$ cat config.mk
export PLATFORM = sky130hd
export DESIGN_NAME = xor_recur_rng
export DESIGN_NICKNAME = d
export VERILOG_FILES = /design/src/rtl/xor_recur_rng.sv
export SDC_FILE = /design/constraint.sdc
export NUM_CORES = 1
export LEC_CHECK = 0
export CAP_MARGIN = 20
export CORE_MARGIN = 2
export CORE_UTILIZATION = 30
export DETAILED_ROUTE_END_ITERATION = 8
export GPL_ROUTABILITY_DRIVEN = 0
export GPL_TIMING_DRIVEN = 0
export PLACE_DENSITY_LB_ADDON = 0.15
export RECOVER_POWER = 50
export SLEW_MARGIN = 10
export SYNTH_ARGS = -nofsm -noshare
export SYNTH_HDL_FRONTEND = slang
export SYNTH_SLANG_ARGS = --single-unit
export TNS_END_PERCENT = 20
$ cat constraint.sdc
create_clock -name clk -period 2.2 [get_ports clk]
set_input_delay 0.44 -clock clk [delete_from_list [all_inputs] [get_ports clk]]
set_output_delay 0.44 -clock clk [all_outputs]
set_load 0.02 [all_outputs]
$ cat src/rtl/xor_recur_rng.sv
module xor_recur_rng #(
  parameter int N = 16,
  parameter int K = 2,
  parameter int IW = $clog2(N + 1),
  parameter logic [N*K*IW-1:0] TAPS = {
    5'd31, 5'd0,  5'd31, 5'd15, 5'd0,  5'd14, 5'd0,  5'd13,
    5'd31, 5'd12, 5'd0,  5'd11, 5'd31, 5'd10, 5'd31, 5'd9,
    5'd31, 5'd8,  5'd31, 5'd7,  5'd31, 5'd6,  5'd31, 5'd5,
    5'd31, 5'd4,  5'd31, 5'd3,  5'd31, 5'd2,  5'd31, 5'd1
  },
  parameter logic [N-1:0] INIT_SEED = N'(1)
) (
  input  logic         clk,
  input  logic         rst,
  input  logic         load,
  input  logic [N-1:0] seed,
  input  logic         en,
  output logic [N-1:0] rnd
);

  localparam logic [N-1:0] ONE  = N'(1);
  localparam logic [N-1:0] BOOT = (INIT_SEED == '0) ? ONE : INIT_SEED;

  logic [N-1:0] state;
  logic [N-1:0] nxt;
  logic [N-1:0] seeded;

  for (genvar i = 0; i < N; i++) begin : g_bit
    logic [K-1:0] picks;
    for (genvar j = 0; j < K; j++) begin : g_tap
      localparam int SEL = int'(TAPS[(i*K+j)*IW +: IW]);
      if (SEL < N) begin : g_use
        assign picks[j] = state[SEL];
      end else begin : g_skip
        assign picks[j] = 1'b0;
      end
    end
    assign nxt[i] = ^picks;
  end

  assign seeded = (seed == '0) ? ONE : seed;

  always_ff @(posedge clk) begin
    if (rst)       state <= BOOT;
    else if (load) state <= seeded;
    else if (en)   state <= nxt;
  end

  assign rnd = state;


  reset_value_chk: assert property (@(posedge clk) rst |=> rnd == BOOT);


  load_copies_seed_chk: assert property (@(posedge clk) disable iff (rst)
    load && seed != '0 |=> rnd == $past(seed));


  zero_seed_chk: assert property (@(posedge clk) disable iff (rst)
    load && seed == '0 |=> rnd == ONE);


  load_over_en_chk: assert property (@(posedge clk) disable iff (rst)
    load && en && seed != '0 |=> rnd == $past(seed));


  hold_when_idle_chk: assert property (@(posedge clk) disable iff (rst)
    !load && !en |=> $stable(rnd));


  never_zero_chk: assert property (@(posedge clk) disable iff (rst)
    rnd != '0);

endmodule

==> reports/results.tsv, run 1 <==
stage	metric	value	unit
pwr	comb_power_share	27.5	%
logic_synthesis	synth_edf_count	0	
sta	finClkSkew	0.00555	ns
logic_synthesis	synth_warnings	0	
routing	dr.pass1.iters	4	
logic_synthesis	syn_area	795	um^2
worst_setup_path	worstPathMaxFanout	6	
run	cap_violations	0	
routing	first_iter_violations	10	
worst_setup_path	cpPeakStageDelay	0.66	ns
pwr	clkPwrFrac	23.4	%
floorplan	die_height	55.5	um
clocking	clock-sinks	16	
pwr	netSwitchingPower	0.000189	W
logic_synthesis	async_flop_share	0	%
worst_setup_path	critPathArrivalTime	1.42	ns
logic_synthesis	synth.top_cell.area_share	40.3	%
floorplan	ios	36	
logic_synthesis	ys.flop_type	dfxtp_1	
routing	drt-total-wl	2000	um
global_routing	grt_max_degree	11	
hold_path	hp-class	in -> reg	
pwr	p_leak	0.478	nW
routing	postRouteAntennaNets	0	
global_routing	grt_usage	13.4	%
logic_synthesis	synth_cell_type_count	17	
clocking	cts_root_buf	clkbuf_4	
layout	largest_register_ffs	16	
logic_synthesis	netlist_instances	82	
pwr	ir_drop	0.247	mV
global_routing	grt_pass1_vias	698	
floorplan	core	2500	um^2
run_status	outcome	complete, no violations	
floorplan	die_w	55.5	um
clocking	numCtsBuffers	3	
global_routing	antenna_found_initial	0	
logic_synthesis	yosys.area.top_type	dfxtp_1	
pwr	sw_frac_of_total	28.3	%
worst_setup_path	cp-end-kind	primary output	
layout	syn2layout_area_growth	47.7	%
layout	diodes	0	
logic_synthesis	ys_seq_area_share	40.3	%
clocking	cts_tree	yes	
worst_setup_path	crit_chain	clkdlybuf4s50_1	
global_routing	grt.overflow.total	0	
clocking	cts_buffer_depth	2	
sta	setup_tns	0	ns
routing	viasPerCell	4.83	
logic_synthesis	avgSynthCellArea	9.69	um^2
clocking	insertion_delay	0.28	ns
sta	timing.final.crit_share	84.7	%
sta	max_freq	0.537	GHz
sta	period_minus_slack	1.86	ns
logic_synthesis	synth_nets	102	
pwr	power.density	567	nW/um^2
logic_synthesis	yosys-top-cells-count	dfxtp_1, nor2_1, mux2_2, mux2i_1, nor4_1	
worst_setup_path	required	1.76	ns
sta	max_slew.worst_pin.slew	0.579	ns
clocking	clkTransAtPathRegs	0.10	ns
sta	finalSetupViolCount	0	
placement	portBuffers	32	
floorplan	start_util	31.8	%
sta	slew_headroom	61.4	%
worst_setup_path	critPathBufInv	1	
worst_setup_path	slowest_stage	clkdlybuf4s50_1	
worst_setup_path	crit_type	reg -> out	
routing	routedWlPerCell	13.6	um
worst_setup_path	start_kind	register	
logic_synthesis	synth_area_leaders	dfxtp_1, mux2_2, mux2i_1	
layout	finalNetCount	139	
logic_synthesis	synth-seq-cells	16	
clocking	htree_num_levels	1	
floorplan	die-area	3080	um^2
clocking	cts_resized	0	
sta	hold_viol_final	0	
sta	hold_slack	0.492	ns
routing	vias	710	
pwr	p_seq_share	49.1	%
clocking	postCtsSetupBuffers	0	
routing	drc	0	
layout	drive_gt1_share	15.4	%
sta	maxSlewViolCount	0	
global_routing	grt_first_pass_wirelength	3270	um
pwr	p_int	0.000477	W
sta	rsz0062_at_grt	false	
placement	place_hpwl	1510	um
floorplan	rows	18	
worst_setup_path	path_delay_family	buffers and inverters	
clocking	cts_hold_buf	0	
logic make-up after synthesis:
family | count (synthesis) | synth area share, %
compound gates | 8 | 7.09
mux | 24 | 32.1
flops | 16 | 40.3
simple gates | 25 | 13.7
buf+inv | 6 | 3.46
xor+xnor | 3 | 3.31
path summary, 6_finish.rpt:
check                                          start                   end  slack (ns)  cells after the start
worst max register to register   rnd[0]$_SDFFE_PP1P_   rnd[0]$_SDFFE_PP1P_        1.08                      3
worst min-delay path                             rst  rnd[11]$_SDFFE_PP0P_        0.49                      2
worst min register to register  rnd[12]$_SDFFE_PP0P_  rnd[12]$_SDFFE_PP0P_        0.62                      3
worst max-delay path             rnd[0]$_SDFFE_PP1P_                rnd[0]        0.34                      1
stage by stage:
| step | total power, W | setup WS, ns | util [%] | std cells | cell area [um^2] |
|---|---|---|---|---|---|
| detailed placement | 0.000519 | 0.568 | 46.1 | 144 | 1150 |
| CTS | 0.000679 | 0.310 | 47.0 | 147 | 1170 |
| finish | 0.000666 | 0.337 | 46.9 | 147 | 1170 |
| floorplan | 0.000430 | 0.954 | - | 82 | 795 |
| global placement | 0.000517 | 0.610 | 46.1 | 144 | 1150 |
| global route | 0.000698 | 0.263 | 46.9 | 147 | 1170 |
power by group through the flow:
stage	registers, W	logic (W)	clock network [W]
floorplan	0.000356	0.0000745	0
global placement	0.000334	0.000184	0
detailed placement	0.000334	0.000185	0
CTS	0.000327	0.000186	0.000166
global route	0.000330	0.000197	0.000171
finish	0.000327	0.000183	0.000156
metal layers:
metal / routed length, um / vias to the layer above / part of all wire (%) / GRT usage [%]
met5: 0 / - / 0 / 0
met4: 15 / 0 / 0.75 / 6.27
met3: 132 / 2 / 6.6 / 3.98
met2: 922 / 19 / 46 / 20.4
met1: 930 / 326 / 46 / 17.4
li1: - / 363 / - / -
cells in the final DEF (no fill, tap or decap):
cell type / count
a2111oi_0: 1
a211o_1: 3
a21oi_1: 3
a31oi_1: 1
buf_2: 2
clkbuf_1: 3
clkbuf_2: 1
clkbuf_4: 3
clkdlybuf4s50_1: 32
dfxtp_1: 16
mux2_2: 12
mux2i_1: 12
nand2_1: 3
nand4_1: 1
nor2_1: 16
nor2b_1: 1
nor4_1: 4
xnor2_1: 3
cell type report:
| class | instances | area, um^2 |
|---|---|---|
| Tap cell | 30 | 37.5 |
| Multi-Input combinational cell | 60 | 447 |
| Fill cell | 251 | 1330 |
| Clock buffer | 3 | 22.5 |
| Buffer | 6 | 26.3 |
| Timing Repair Buffer | 32 | 320 |
| Sequential cell | 16 | 320 |
(Power assumes the default switching activity.)
==> run 2: changes to the inputs <==
==> constraint.sdc (replaced) <==
create_clock -name clk -period 1.6 [get_ports clk]
set_input_delay 0.32 -clock clk [delete_from_list [all_inputs] [get_ports clk]]
set_output_delay 0.32 -clock clk [all_outputs]
set_load 0.02 [all_outputs]
==> run 2 against run 1 <==
Sequential share of layout area down 0.29 points. Cell count unchanged. Highest routed layer unchanged. Critical path depth unchanged. Via count up 0.14%. Power up 35%. Count of clock-buffer cells in the layout unchanged. Register-to-register slack worse by 0.59 ns. Worst setup slack worse by 0.29 ns.
==> reports/results.tsv, run 2 (same netlist as run 1, synthesis figures left out) <==
stage	metric	value	unit	change
run_status	outcome	complete, no violations		
routing	routedWlPerCell	13.6	um	-0.40%
clocking	cts_buffer_depth	2		unchanged
floorplan	rows	18		unchanged
clocking	cts_resized	6		+6
sta	rsz0062_at_grt	false		
clocking	cts_root_buf	clkbuf_4		
clocking	numCtsBuffers	3		unchanged
global_routing	grt_pass1_vias	698		unchanged
routing	postRouteAntennaNets	0		unchanged
hold_path	holdCritStartpoint	rst		
floorplan	core	2500	um^2	unchanged
run	cap_violations	0		unchanged
floorplan	start_util	31.8	%	unchanged
worst_setup_path	critPathArrivalTime	1.24	ns	-0.18 ns
clocking	postCtsSetupBuffers	0		unchanged
hold_path	hp-class	in -> reg		
routing	vias	711		+0.14%
worst_setup_path	reg2reg_from	rnd[0]$_SDFFE_PP1P_		
layout	utilization	47.4	%	+0.50 points
worst_setup_path	crit_chain	clkdlybuf4s50_1		
pwr	clkPwrFrac	23.5	%	about the same
routing	viasPerCell	4.84		+0.14%
floorplan	die_height	55.5	um	unchanged
pwr	p_leak	0.618	nW	+29%
floorplan	ios	36		unchanged
floorplan	die_w	55.5	um	unchanged
clocking	cts_hold_buf	0		unchanged
pwr	sw_frac_of_total	28.4	%	+0.076 points
sta	finClkSkew	0.00700	ns	+0.00145 ns
sta	slew_headroom	62.4	%	+1.0 points
worst_setup_path	worstPathMaxFanout	3		-3
routing	drt-total-wl	1990	um	-0.40%
layout	layout_commonest_cell	clkdlybuf4s50_1		
sta	maxSlewViolCount	0		unchanged
routing	dr.pass1.iters	2		-2
routing	drc	0		unchanged
sta	period_minus_slack	1.56	ns	
layout	finalNetCount	139		unchanged
sta	max_freq	0.642	GHz	
sta	hold_viol_final	0		unchanged
pwr	ir_drop	0.334	mV	+35%
layout	diodes	0		unchanged
worst_setup_path	critPathBufInv	1		unchanged
worst_setup_path	path_delay_family	buffers and inverters		
floorplan	die-area	3080	um^2	unchanged
clocking	clkTransAtPathRegs	0.09	ns	about the same
layout	fill_cells	254		+1.2%
sta	finalSetupViolCount	0		unchanged
global_routing	grt_usage	13.4	%	unchanged
worst_setup_path	required	1.28	ns	-0.48 ns
placement	dp_cells	144		unchanged
pwr	netSwitchingPower	0.000256	W	+36%
layout	fin_cells	147		unchanged
clocking	insertion_delay	0.28	ns	about the same
routing	first_iter_violations	7		-3
global_routing	grt.overflow.total	0		unchanged
pwr	p_seq_share	49.7	%	+0.6 points
worst_setup_path	crit_type	reg -> out		
worst_setup_path	start_kind	register		
sta	setup_tns	0	ns	unchanged
global_routing	grt_first_pass_wirelength	3270	um	unchanged
global_routing	antenna_found_initial	0		unchanged
pwr	power.density	760	nW/um^2	+34%
sta	timing.final.crit_share	97.4	%	
pwr	comb_power_share	26.8	%	-0.7 points
placement	portBuffers	32		unchanged
worst_setup_path	cpPeakStageDelay	0.61	ns	-0.05 ns
clocking	clock-sinks	16		unchanged
clocking	htree_num_levels	1		unchanged
layout	drive_gt1_share	15.4	%	unchanged
global_routing	grt_max_degree	11		unchanged
worst_setup_path	crit_start	rnd[9]$_SDFFE_PP0P_		
pwr	p_int	0.000646	W	+35%
layout	largest_register_ffs	16		unchanged
layout	layout_common_cells	clkdlybuf4s50_1, nor2_1, dfxtp_1		
layout	syn2layout_area_growth	49.3	%	
worst_setup_path	slowest_stage	clkdlybuf4s50_1		
placement	place_hpwl	1510	um	unchanged
pwr	total_power	0.000902	W	+35%
clocking	cts_tree	yes		
worst_setup_path	cp-end-kind	primary output		
sta	max_slew.worst_pin.slew	0.564	ns	-0.0152 ns
==> run 2: cell types whose count changed in the layout (fill, tap and decap cells not counted), sizes merged <==
cell	change
dlymetal6s2s	+8
clkdlybuf4s50	-14
dlygate4sd2	+6
==> run 2: metal layers <==
metal / wire (um) / vias to the layer above / share of wire [%] / GRT usage (%)
li1: - / 361 / - / -
met1: 886 / 329 / 44 / 17.4
met2: 957 / 19 / 48 / 20.4
met3: 132 / 2 / 6.6 / 3.98
met4: 15 / 0 / 0.75 / 6.27
met5: 0 / - / 0 / 0
==> run 2: final cells by class <==
cell class	count	area, um^2	area share, %
plain buffers	6	26.3	2.22
clock buffers	3	22.5	1.90
multi-input cells	60	447	37.7
flip-flops and latches	16	320	27.0
well taps	30	37.5	3.16
repair buffers	32	333	28.1
==> run 2: metrics by stage <==
| stage | area [um^2] | hold WS (ns) | worst slack, ns |
|---|---|---|---|
| 2_1_floorplan | 795 | 0.456 | 0.474 |
| 3_3_place_gp | 1150 | 0.601 | 0.130 |
| 3_5_place_dp | 1150 | 0.613 | 0.0878 |
| 4_1_cts | 1170 | 0.366 | 0.00522 |
| 5_1_grt | 1190 | 0.399 | 0.00934 |
| 6_report | 1190 | 0.372 | 0.0422 |
==> run 2: power by group through the flow <==
| stage | combinational, W | sequential (W) | clock (W) |
|---|---|---|---|
| floorplan | 0.000102 | 0.000489 | 0 |
| global placement | 0.000253 | 0.000459 | 0 |
| detailed placement | 0.000254 | 0.000459 | 0 |
| CTS | 0.000248 | 0.000449 | 0.000228 |
| global route | 0.000260 | 0.000453 | 0.000235 |
| finish | 0.000242 | 0.000448 | 0.000212 |
==> run 2: worst paths after layout <==
kind	to	slack, ns	cells past startpoint
min	rnd[11]$_SDFFE_PP0P_	0.37	2
max	rnd[9]	0.04	1
min reg2reg	rnd[12]$_SDFFE_PP0P_	0.62	3
max reg2reg	rnd[0]$_SDFFE_PP1P_	0.49	3
